===== config.mk =====
export PLATFORM = sky130hd
export DESIGN_NAME = omc_bank
export DESIGN_NICKNAME = d
export VERILOG_FILES = /design/src/rtl/omc_pkg.sv /design/src/rtl/omc_reg.sv /design/src/rtl/omc_drive.sv /design/src/rtl/omc_fbsel.sv /design/src/rtl/omc_cell.sv /design/src/rtl/omc_bank.sv
export SDC_FILE = /design/constraint.sdc
export NUM_CORES = 1
export LEC_CHECK = 0
export ABC_AREA = 1
export BUFFER_PORTS_ARGS = -buffer_cell sky130_fd_sc_hd__buf_2
export CAP_MARGIN = 40
export CORE_MARGIN = 5
export CORE_UTILIZATION = 42
export DETAILED_ROUTE_END_ITERATION = 6
export GPL_ROUTABILITY_DRIVEN = 0
export MAX_ROUTING_LAYER = met4
export PLACE_DENSITY = 0.92
export SETUP_SLACK_MARGIN = 0.15
export SYNTH_ARGS = -nofsm -noshare
export SYNTH_HDL_FRONTEND = slang
export SYNTH_SLANG_ARGS = --single-unit

===== constraint.sdc =====
create_clock -name clk -period 2.7 [get_ports clk]
set_clock_uncertainty 0.05 [all_clocks]
set_input_delay 0.27 -clock clk [delete_from_list [all_inputs] [get_ports clk]]
set_output_delay 0.27 -clock clk [all_outputs]
set_load 0.005 [all_outputs]

===== src/rtl/omc_pkg.sv =====
package omc_pkg;

    typedef struct packed {
        logic registered;
        logic invert;
    } cell_cfg_t;

    typedef struct packed {
        logic data;
        logic oe;
    } pin_drv_t;

    function automatic logic apply_polarity(logic v, logic inv);
        return v ^ inv;
    endfunction

    function automatic logic resolve_pin(pin_drv_t drv, logic ext);
        return drv.oe ? drv.data : ext;
    endfunction

endpackage


===== src/rtl/omc_reg.sv =====
module omc_reg (
    input  logic clk,
    input  logic arst,
    input  logic preset,
    input  logic d,
    output logic q
);

    always_ff @(posedge clk or posedge arst) begin
        if (arst)
            q <= 1'b0;
        else if (preset)
            q <= 1'b1;
        else
            q <= d;
    end

    p_capture_r2: assert property (@(posedge clk) disable iff (arst)
        !preset |=> q == $past(d));

    p_preset_sets_r7: assert property (@(posedge clk) disable iff (arst)
        preset |=> q == 1'b1);

endmodule


===== src/rtl/omc_drive.sv =====
module omc_drive
    import omc_pkg::*;
(
    input  cell_cfg_t cfg,
    input  logic      sum,
    input  logic      q,
    input  logic      oe_term,
    output pin_drv_t  drv
);

    logic src;

    always_comb begin
        src      = cfg.registered ? q : sum;
        drv.data = apply_polarity(src, cfg.invert);
        drv.oe   = oe_term;
    end

endmodule


===== src/rtl/omc_fbsel.sv =====
module omc_fbsel
    import omc_pkg::*;
(
    input  cell_cfg_t cfg,
    input  logic      q,
    input  pin_drv_t  drv,
    input  logic      pin_in,
    output logic      fb
);

    logic pin_level;

    always_comb begin
        pin_level = resolve_pin(drv, pin_in);
        fb        = cfg.registered ? q : pin_level;
    end

endmodule


===== src/rtl/omc_cell.sv =====
module omc_cell
    import omc_pkg::*;
(
    input  logic      clk,
    input  logic      arst,
    input  logic      preset,
    input  cell_cfg_t cfg,
    input  logic      sum,
    input  logic      oe_term,
    input  logic      pin_in,
    output pin_drv_t  drv,
    output logic      fb
);

    logic q;

    omc_reg u_reg (
        .clk    (clk),
        .arst   (arst),
        .preset (preset),
        .d      (sum),
        .q      (q)
    );

    omc_drive u_drive (
        .cfg     (cfg),
        .sum     (sum),
        .q       (q),
        .oe_term (oe_term),
        .drv     (drv)
    );

    omc_fbsel u_fbsel (
        .cfg    (cfg),
        .q      (q),
        .drv    (drv),
        .pin_in (pin_in),
        .fb     (fb)
    );

    p_comb_pin_r1: assert property (@(posedge clk) disable iff (arst)
        !cfg.registered |-> drv.data == (sum ^ cfg.invert));

    p_reg_pin_r2: assert property (@(posedge clk) disable iff (arst)
        cfg.registered |-> drv.data == (fb ^ cfg.invert));

    p_reg_fb_r4: assert property (@(posedge clk) disable iff (arst)
        cfg.registered |-> fb == q);

    p_comb_fb_r5: assert property (@(posedge clk) disable iff (arst)
        (!cfg.registered && !oe_term) |-> fb == pin_in);

endmodule


===== src/rtl/omc_bank.sv =====
module omc_bank
    import omc_pkg::*;
#(
    parameter int N_CELLS = 10
) (
    input  logic               clk,
    input  logic               arst,
    input  logic               preset,
    input  logic [N_CELLS-1:0] sum_term,
    input  logic [N_CELLS-1:0] oe_term,
    input  logic [N_CELLS-1:0] cfg_reg,
    input  logic [N_CELLS-1:0] cfg_inv,
    input  logic [N_CELLS-1:0] pin_in,
    output logic [N_CELLS-1:0] pin_data,
    output logic [N_CELLS-1:0] pin_oe,
    output logic [N_CELLS-1:0] feedback
);

    for (genvar i = 0; i < N_CELLS; i++) begin : g_cell
        cell_cfg_t cfg;
        pin_drv_t  drv;

        assign cfg.registered = cfg_reg[i];
        assign cfg.invert     = cfg_inv[i];

        omc_cell u_cell (
            .clk     (clk),
            .arst    (arst),
            .preset  (preset),
            .cfg     (cfg),
            .sum     (sum_term[i]),
            .oe_term (oe_term[i]),
            .pin_in  (pin_in[i]),
            .drv     (drv),
            .fb      (feedback[i])
        );

        assign pin_data[i] = drv.data;
        assign pin_oe[i]   = drv.oe;

        p_oe_track_r3: assert property (@(posedge clk) disable iff (arst)
            pin_oe[i] == oe_term[i]);
    end

endmodule


== Word level (Yosys, flattened, before mapping) ==
Index checks and enable logic that the tools add are counted.
W data, S select, Z words.

* Flip-flop bits (word level): 10
* Input bits: 53
* Output and inout bits: 30
* Word-level logic and storage cells: 60

* Mux-type cells: 40
* Bitwise operators: 10

{| class="wikitable"
|+ Operators by type and width
! kind !! count
|-
| $mux W1 || 40
|-
| $xor A1 B1 Y1 || 10
|}

== Logic depth before layout (Yosys ltp) ==
Gate-level depths: netlist of the first run.

* Depth in word-level cells: 4
* Mapped depth: 8

== Modules after synthesis ==
A second synthesis of the first run with hierarchy kept.

* Cell total of the unflattened synthesis: 260
* Area total of the unflattened synthesis: 1263.7 µm²

{| class="wikitable"
|+ Modules (own cells, without submodules)
! module !! times used !! cells each !! area each (µm²) !! sequential area each (µm²)
|-
| omc_drive || 10 || 12 || 51.3 || 0.0
|-
| omc_reg || 10 || 5 || 40.0 || 25.0
|-
| omc_fbsel || 10 || 9 || 35.0 || 0.0
|}

== Worst setup path before layout of the first run ==
Ideal clock, no wire load.

* Path type: reg-to-output
* Start: register g_cell[0].u_cell.u_reg.q
* End: output feedback[0]
* Arrival time: 802 ps
* Required time: 2380 ps
* Path slack: 1578 ps
* Cell stages (with the launch flop): 8
* Path buffers: 1
* Cells stage by stage: dfrtp_1 nand2_1 nand2_1 nand2_2 nand3_1 nand2_1 nand2_1 buf_4

* Longest elaborated chain between the ends: 4

{| class="wikitable"
|+ Ends and longest elaborated chain
! what !! line !! RTL
|-
| start: declaration || omc_reg.sv:6 || <nowiki>output logic q</nowiki>
|-
| start signal: assignment || omc_reg.sv:11 || <nowiki>q <= 1'b0;</nowiki>
|-
| start signal: assignment || omc_reg.sv:13 || <nowiki>q <= 1'b1;</nowiki>
|-
| start signal: assignment || omc_reg.sv:15 || <nowiki>q <= d;</nowiki>
|-
| $mux W1 || omc_drive.sv:14 || <nowiki>src = cfg.registered ? q : sum;</nowiki>
|-
| $xor A1 B1 Y1 || omc_pkg.sv:14 || <nowiki>return v ^ inv;</nowiki>
|-
| $mux W1 || omc_pkg.sv:18 || <nowiki>return drv.oe ? drv.data : ext;</nowiki>
|-
| $mux W1 * || omc_fbsel.sv:15 || <nowiki>fb = cfg.registered ? q : pin_level;</nowiki>
|-
| end: declaration || omc_bank.sv:16 || <nowiki>output logic [N_CELLS-1:0] feedback</nowiki>
|}

Every way passes the cells marked *; elsewhere a longest branch is shown, timed or not.

== Worst setup path in the final report of the first run ==
* Start: register g_cell[7].u_cell.u_reg.q
* End: output feedback[7]

* Longest elaborated chain between the ends: 4

{| class="wikitable"
|+ Ends and longest elaborated chain
! what !! line
|-
| start: declaration || omc_reg.sv:6
|-
| start signal: assignment || omc_reg.sv:11
|-
| start signal: assignment || omc_reg.sv:13
|-
| start signal: assignment || omc_reg.sv:15
|-
| $mux W1 || omc_drive.sv:14
|-
| $xor A1 B1 Y1 || omc_pkg.sv:14
|-
| $mux W1 || omc_pkg.sv:18
|-
| $mux W1 * || omc_fbsel.sv:15
|}

Marks and branches as above.

==> impl_metrics.py, run 1 <==
metrics = {
    "worst_setup_path": {
        "critPathMaxStageDelay_ns": 0.36,
        "crit_type": "reg2out",
        "path_common_cell": "nand2_1",
        "critPathLaunchType": "flip-flop",
        "arrival_ns": 1.15,
        "cp_cell_sequence": "nand2_1 > nand2_1 > nand2_1 > nand3_1 > nand2_1 > nand2_1 > buf_2",
        "critical_path.max_fanout": 3,
        "crit_path_end_kind": "output port",
        "critPathSlowestCell": "dfrtp_1",
        "crit_required_ns": 2.38,
    },
    "clocking": {
        "h-tree-depth": 1,
        "clk_path_buf_depth": 2,
        "cts_buffers": 3,
        "cts_root_buffer": "clkbuf_4",
        "cts_resized": 0,
        "cts_sinks": 10,
        "cts_tree": "built",
        "path_clk_slew_ns": 0.06,
        "cts_setup_buffers": 0,
        "cts_hold_buf": 1,
    },
    "timing": {
        "setup_viol": 0,
        "min_period_ns": 1.474,
        "slew_headroom": 0.7318,
        "tightest_slew_ns": 0.4018,
        "rsz0062_at_grt": "false",
        "whs_ns": 0.1695,
        "slew_viol_final": 0,
        "fin_crit_sh": 0.5459,
        "setup_tns_ns": 0,
        "timing.fmax_mhz": 678.4,
        "hold_viol": 0,
    },
    "run": {
        "cap_violations": 0,
    },
    "power_and_ir_drop": {
        "p_sw_w": 0.0001392,
        "power.internal_w": 0.0002953,
        "cellPowerDensity_nw_per_um2": 324.2,
        "p_leak_nw": 0.8808,
        "p_clk_frac": 0.229,
        "pwr-share-seq": 0.366,
        "ir_drop_uv": 239.9,
        "p_sw_frac": 0.3204,
        "comb_power_share": 0.405,
    },
    "synth": {
        "yosys_warnings": 0,
        "synth_top_area_cell": "dfrtp_1",
        "syn_area_um2": 1012,
        "synth_cell_types": 8,
        "synthCells": 171,
        "ys_seq_area_frac": 0.2472,
        "synthTopCellsByArea": "dfrtp_1 25%, nand2_1 21%, buf_4 15%",
        "synthTopCellsByCount": "57 x nand2_1, 21 x inv_1, 20 x buf_4, 20 x nand3_1, 20 x nor2_1",
        "yosysTopAreaCellShare": 0.2472,
        "ys_ff_latch": 10,
        "postSynthAreaPerCell_um2": 5.919,
        "synthArstFlopShare": 1.000,
        "synth_edf_count": 0,
        "syn-num-nets": 224,
        "yosysMostFrequentCell": "nand2_1",
        "ys.flop_type": "dfrtp_1",
    },
    "grt": {
        "track_usage": 0.1390,
        "grt_max_degree": 11,
        "grt_pass1_wl_um": 3753,
        "grt_pass1_vias": 1029,
        "overflow": 0,
        "antenna_found_initial": 0,
    },
    "floorplanning": {
        "start_util": 0.4489,
        "dieArea_um2": 3492,
        "fp-row-count": 17,
        "die_w_um": 59.09,
        "die_y_um": 59.09,
        "io_pins": 83,
        "core_um2": 2255,
    },
    "route": {
        "viasPerCell": 4.426,
        "drcViolationCount": 0,
        "drtAntennaViolNets": 0,
        "first_pass_iters": 4,
        "wl_per_cell_um": 9.400,
        "drt-total-wl_um": 2491,
        "first_iter_violations": 25,
        "vias": 1173,
    },
    "finish": {
        "largest_reg_flops": 10,
        "finalNetCount": 292,
        "largest_register": "g_cell.u_cell.u_reg.q",
        "reg.largest.list": "g_cell.u_cell.u_reg.q (10)",
        "n_antenna_cell": 0,
        "drive_gt1_frac": 0.4557,
        "synthToLayoutAreaGrowth_pct": 32.39,
    },
    "placement": {
        "io_buffers": 82,
        "dp_hpwl_um": 2209,
    },
    "outcome": {
        "outcome": "complete, no violations",
    },
    "worst_hold_path": {
        "hold_path.class": "in2reg",
    },
}
[layer usage]
metal / wire (µm) / up-vias / GRT usage
met4: 0 / 0 / 0.02913
met5: 0 / - / -
met1: 999 / 492 / 0.1468
li1: - / 631 / -
met2: 1215 / 50 / 0.2492
met3: 275 / 0 / 0.04793
[cell usage in the layout, fill, tap and decap left out]
master,count
nor2_1,20
nand2_2,13
clkbuf_4,3
nand2_1,57
inv_1,21
or2_2,10
dlygate4sd3_1,1
nand3_1,20
dfrtp_1,10
buf_2,82
[power by group through the flow]
stage / clock network [W] / logic, W / registers [W]
floorplan: 0 / 0.000113 / 0.000162
global placement: 0 / 0.000173 / 0.000162
detailed placement: 0 / 0.000177 / 0.000162
CTS: 0.000105 / 0.000179 / 0.000159
global route: 0.000111 / 0.000201 / 0.000160
finish: 0.0000993 / 0.000176 / 0.000159
[worst max-delay path: cells and delay by family (launching register included)]
family | cells | cell delay [ns]
buf+inv | 1 | 0.12
flops | 1 | 0.36
simple gates | 6 | 0.41
[cells by family after synthesis]
kind of cell,count (synthesis),share of synthesized area
buffers and inverters,41,0.2262
DFF,10,0.2472
and+or+nand+nor,120,0.5266
[worst paths after layout]
path	startpoint	end	slack (ns)	cells after the start
max	g_cell[7].u_cell.u_reg.q	feedback[7]	1.23	7
min	sum_term[2]	g_cell[2].u_cell.u_reg.q	0.17	2
max in group asynchronous	arst	g_cell[4].u_cell.u_reg.q	1.82	3
min in group asynchronous	arst	g_cell[1].u_cell.u_reg.q	0.49	3
[per-stage QoR]
step                worst slack [ns]  std cells  utilization  total power [W]  area [µm²]
finish                         1.226        265       0.5943        0.0004345        1340
floorplan                      1.578        171            -        0.0002747        1012
global route                   1.124        265       0.5943        0.0004719        1340
detailed placement             1.453        261       0.5799        0.0003391        1308
global placement               1.481        261       0.5799        0.0003353        1308
CTS                            1.209        265       0.5943        0.0004429        1340
[final cells by class]
type	count	area, µm²
fillers	228	914.6
multi-input cells	120	533.0
repair buffers	83	420.4
flip-flops and latches	10	250.2
inverters	21	78.83
well taps	28	35.03
clock buffers	3	22.52
No activity file was read; power rests on OpenSTA's default activity.
==> inputs of run 2 (changes only) <==
- CORE_UTILIZATION: 42 -> 35
- PLACE_DENSITY: 0.92 -> 0.82
- clock period: 2.7 -> 1.2 ns (I/O delays scaled with it)
==> run 2 against run 1 <==
Hold slack got worse by 0.15 ns. Critical path type unchanged. Clock-buffer cell count is the same. Final cell count grew 2.6%. Cell area rose by 8.5%. The run now ends with setup timing left. Sequential share of layout area decreased by 1.5 points. Largest power group unchanged.
==> impl_metrics.py, run 2 (synthesis results as in run 1) <==
metrics = {
    "outcome": {
        "outcome": "finished with violations",
        "violations": "setup timing",
    },
    "finish": {
        "reg.largest.list": "g_cell.u_cell.u_reg.q (10)",
        "finalNetCount": 296,
        "synthToLayoutAreaGrowth_pct": 43.63,
        "n_antenna_cell": 0,
        "largest_reg_flops": 10,
        "largest_register": "g_cell.u_cell.u_reg.q",
        "nFillCells": 297,
        "drive_gt1_frac": 0.5726,
        "final_common_cell": "buf_2",
        "instances_no_fill": 272,
        "finalInstanceArea_um2": 1454,
        "final_cell_mix": "82 x buf_2, 37 x nand2_1, 33 x nand2_2",
    },
    "placement": {
        "postPlaceCellArea_um2": 1311,
        "dp_cells": 264,
        "dp_hpwl_um": 2152,
        "io_buffers": 82,
    },
    "clocking": {
        "cts_tree": "built",
        "cts_sinks": 10,
        "clk_path_buf_depth": 2,
        "path_clk_slew_ns": 0.07,
        "cts_root_buffer": "clkbuf_4",
        "cts_buffers": 3,
        "h-tree-depth": 1,
    },
    "worst_setup_path": {
        "critical_path.max_fanout": 3,
        "crit_path_end_kind": "output port",
        "cp_cell_sequence": "nand2_2 > nand3_1 > nand3_2 > nand2_1 > nand2_1 > buf_2",
        "path_depth": 6,
        "cp_top_family": "simple AND/OR/NAND/NOR gates",
        "cp_num_buf_inv": 1,
        "crit_type": "reg2out",
        "critPathSlowestCell": "dfrtp_1",
        "crit_required_ns": 1.03,
        "arrival_ns": 1.14,
        "critPathMaxStageDelay_ns": 0.37,
        "critPathLaunchType": "flip-flop",
        "path_common_cell": "nand2_1",
    },
    "grt": {
        "antenna_found_initial": 0,
        "grt_max_degree": 11,
        "track_usage": 0.1248,
        "overflow": 0,
        "grt_pass1_wl_um": 4133,
        "grt_pass1_vias": 1046,
    },
    "route": {
        "first_iter_violations": 14,
        "viasPerCell": 4.338,
        "drcViolationCount": 0,
        "drtAntennaViolNets": 0,
        "wl_per_cell_um": 9.640,
        "first_pass_iters": 2,
        "drt-total-wl_um": 2622,
        "vias": 1180,
    },
    "timing": {
        "setup_slack_ns": -0.1059,
        "min_period_ns": 1.306,
        "rsz0062_at_grt": "true",
        "hold_viol": 0,
        "tightest_slew_ns": 0.4353,
        "slew_headroom": 0.7095,
        "setup_viol": 11,
        "fin_crit_sh": 1.088,
        "timing.fmax_mhz": 765.8,
        "slew_viol_final": 0,
    },
    "worst_hold_path": {
        "hold_end": "g_cell[3].u_cell.u_reg.q",
        "hold-path-cell-count": 2,
        "hold_path_startpoint": "sum_term[3]",
        "hold_path.class": "in2reg",
    },
    "power_and_ir_drop": {
        "p_leak_nw": 0.9138,
        "design_power_total_w": 0.001027,
        "ir_drop_uv": 470.7,
        "cellPowerDensity_nw_per_um2": 706.1,
    },
    "floorplanning": {
        "die_w_um": 63.78,
        "core_um2": 2758,
        "dieArea_um2": 4067,
        "start_util": 0.3671,
        "die_y_um": 63.78,
        "io_pins": 83,
        "fp-row-count": 19,
    },
    "run": {
        "cap_violations": 0,
    },
}
==> run 2: cell types whose count changed in the layout (fill, tap and decap cells not counted) <==
cell / change
buf_4: +4
nand2_1: -20
nand2_2: +20
nand3_1: -6
nand3_2: +6
==> run 2: metal layers <==
| layer | GRT usage | up-vias | routed length (µm) |
|---|---|---|---|
| met2 | 0.2119 | 49 | 1286 |
| li1 | - | 637 | - |
| met1 | 0.1416 | 492 | 1041 |
| met3 | 0.01576 | 2 | 260 |
| met5 | - | - | 0 |
| met4 | 0.06753 | 0 | 34 |
==> run 2: layout make-up <==
cell class	count	area (µm²)	share of cell area
multi-input cells	120	613.1	0.4217
flip-flops and latches	10	250.2	0.1721
well taps	31	38.79	0.02668
repair buffers	87	450.4	0.3098
inverters	21	78.83	0.05422
clock buffers	3	22.52	0.01549
==> run 2: power by group <==
part           switching [W]  internal [W]
Clock               0.000112      0.000116
Combinational       0.000220      0.000217
Sequential        0.00000723      0.000354
==> run 2: repair_timing <==
item | 4_1_cts | 5_1_grt
setup buffers | 1 | 3
endpoints found under the setup margin | 20 | 20
pin swaps | 2 | 8
resized for setup | 13 | 13
gates cloned | 0 | 0
hold buffers | 1 | 0
endpoints found under the hold margin | 10 | 0
==> run 2: stage by stage <==
stage / utilization / setup WS (ns) / TNS (ns) / hold WS [ns]
CTS: 0.5036 / -0.1080 / -0.8722 / 0.01204
global route: 0.5272 / -0.2026 / -2.061 / 0.01583
floorplan: - / 0.2281 / 0 / -0.08982
detailed placement: 0.4755 / 0.1597 / 0 / 0.08321
global placement: 0.4755 / 0.1859 / 0 / 0.07849
finish: 0.5272 / -0.1059 / -0.7722 / 0.02130
==> run 2: worst max path at each step <==
stage                                   startpoint           to
after floorplan           g_cell[0].u_cell.u_reg.q  feedback[0]
after global placement    g_cell[7].u_cell.u_reg.q  feedback[7]
after detailed placement  g_cell[4].u_cell.u_reg.q  feedback[4]
after CTS                 g_cell[4].u_cell.u_reg.q  feedback[4]
after global routing      g_cell[2].u_cell.u_reg.q  feedback[2]
final                     g_cell[2].u_cell.u_reg.q  feedback[2]
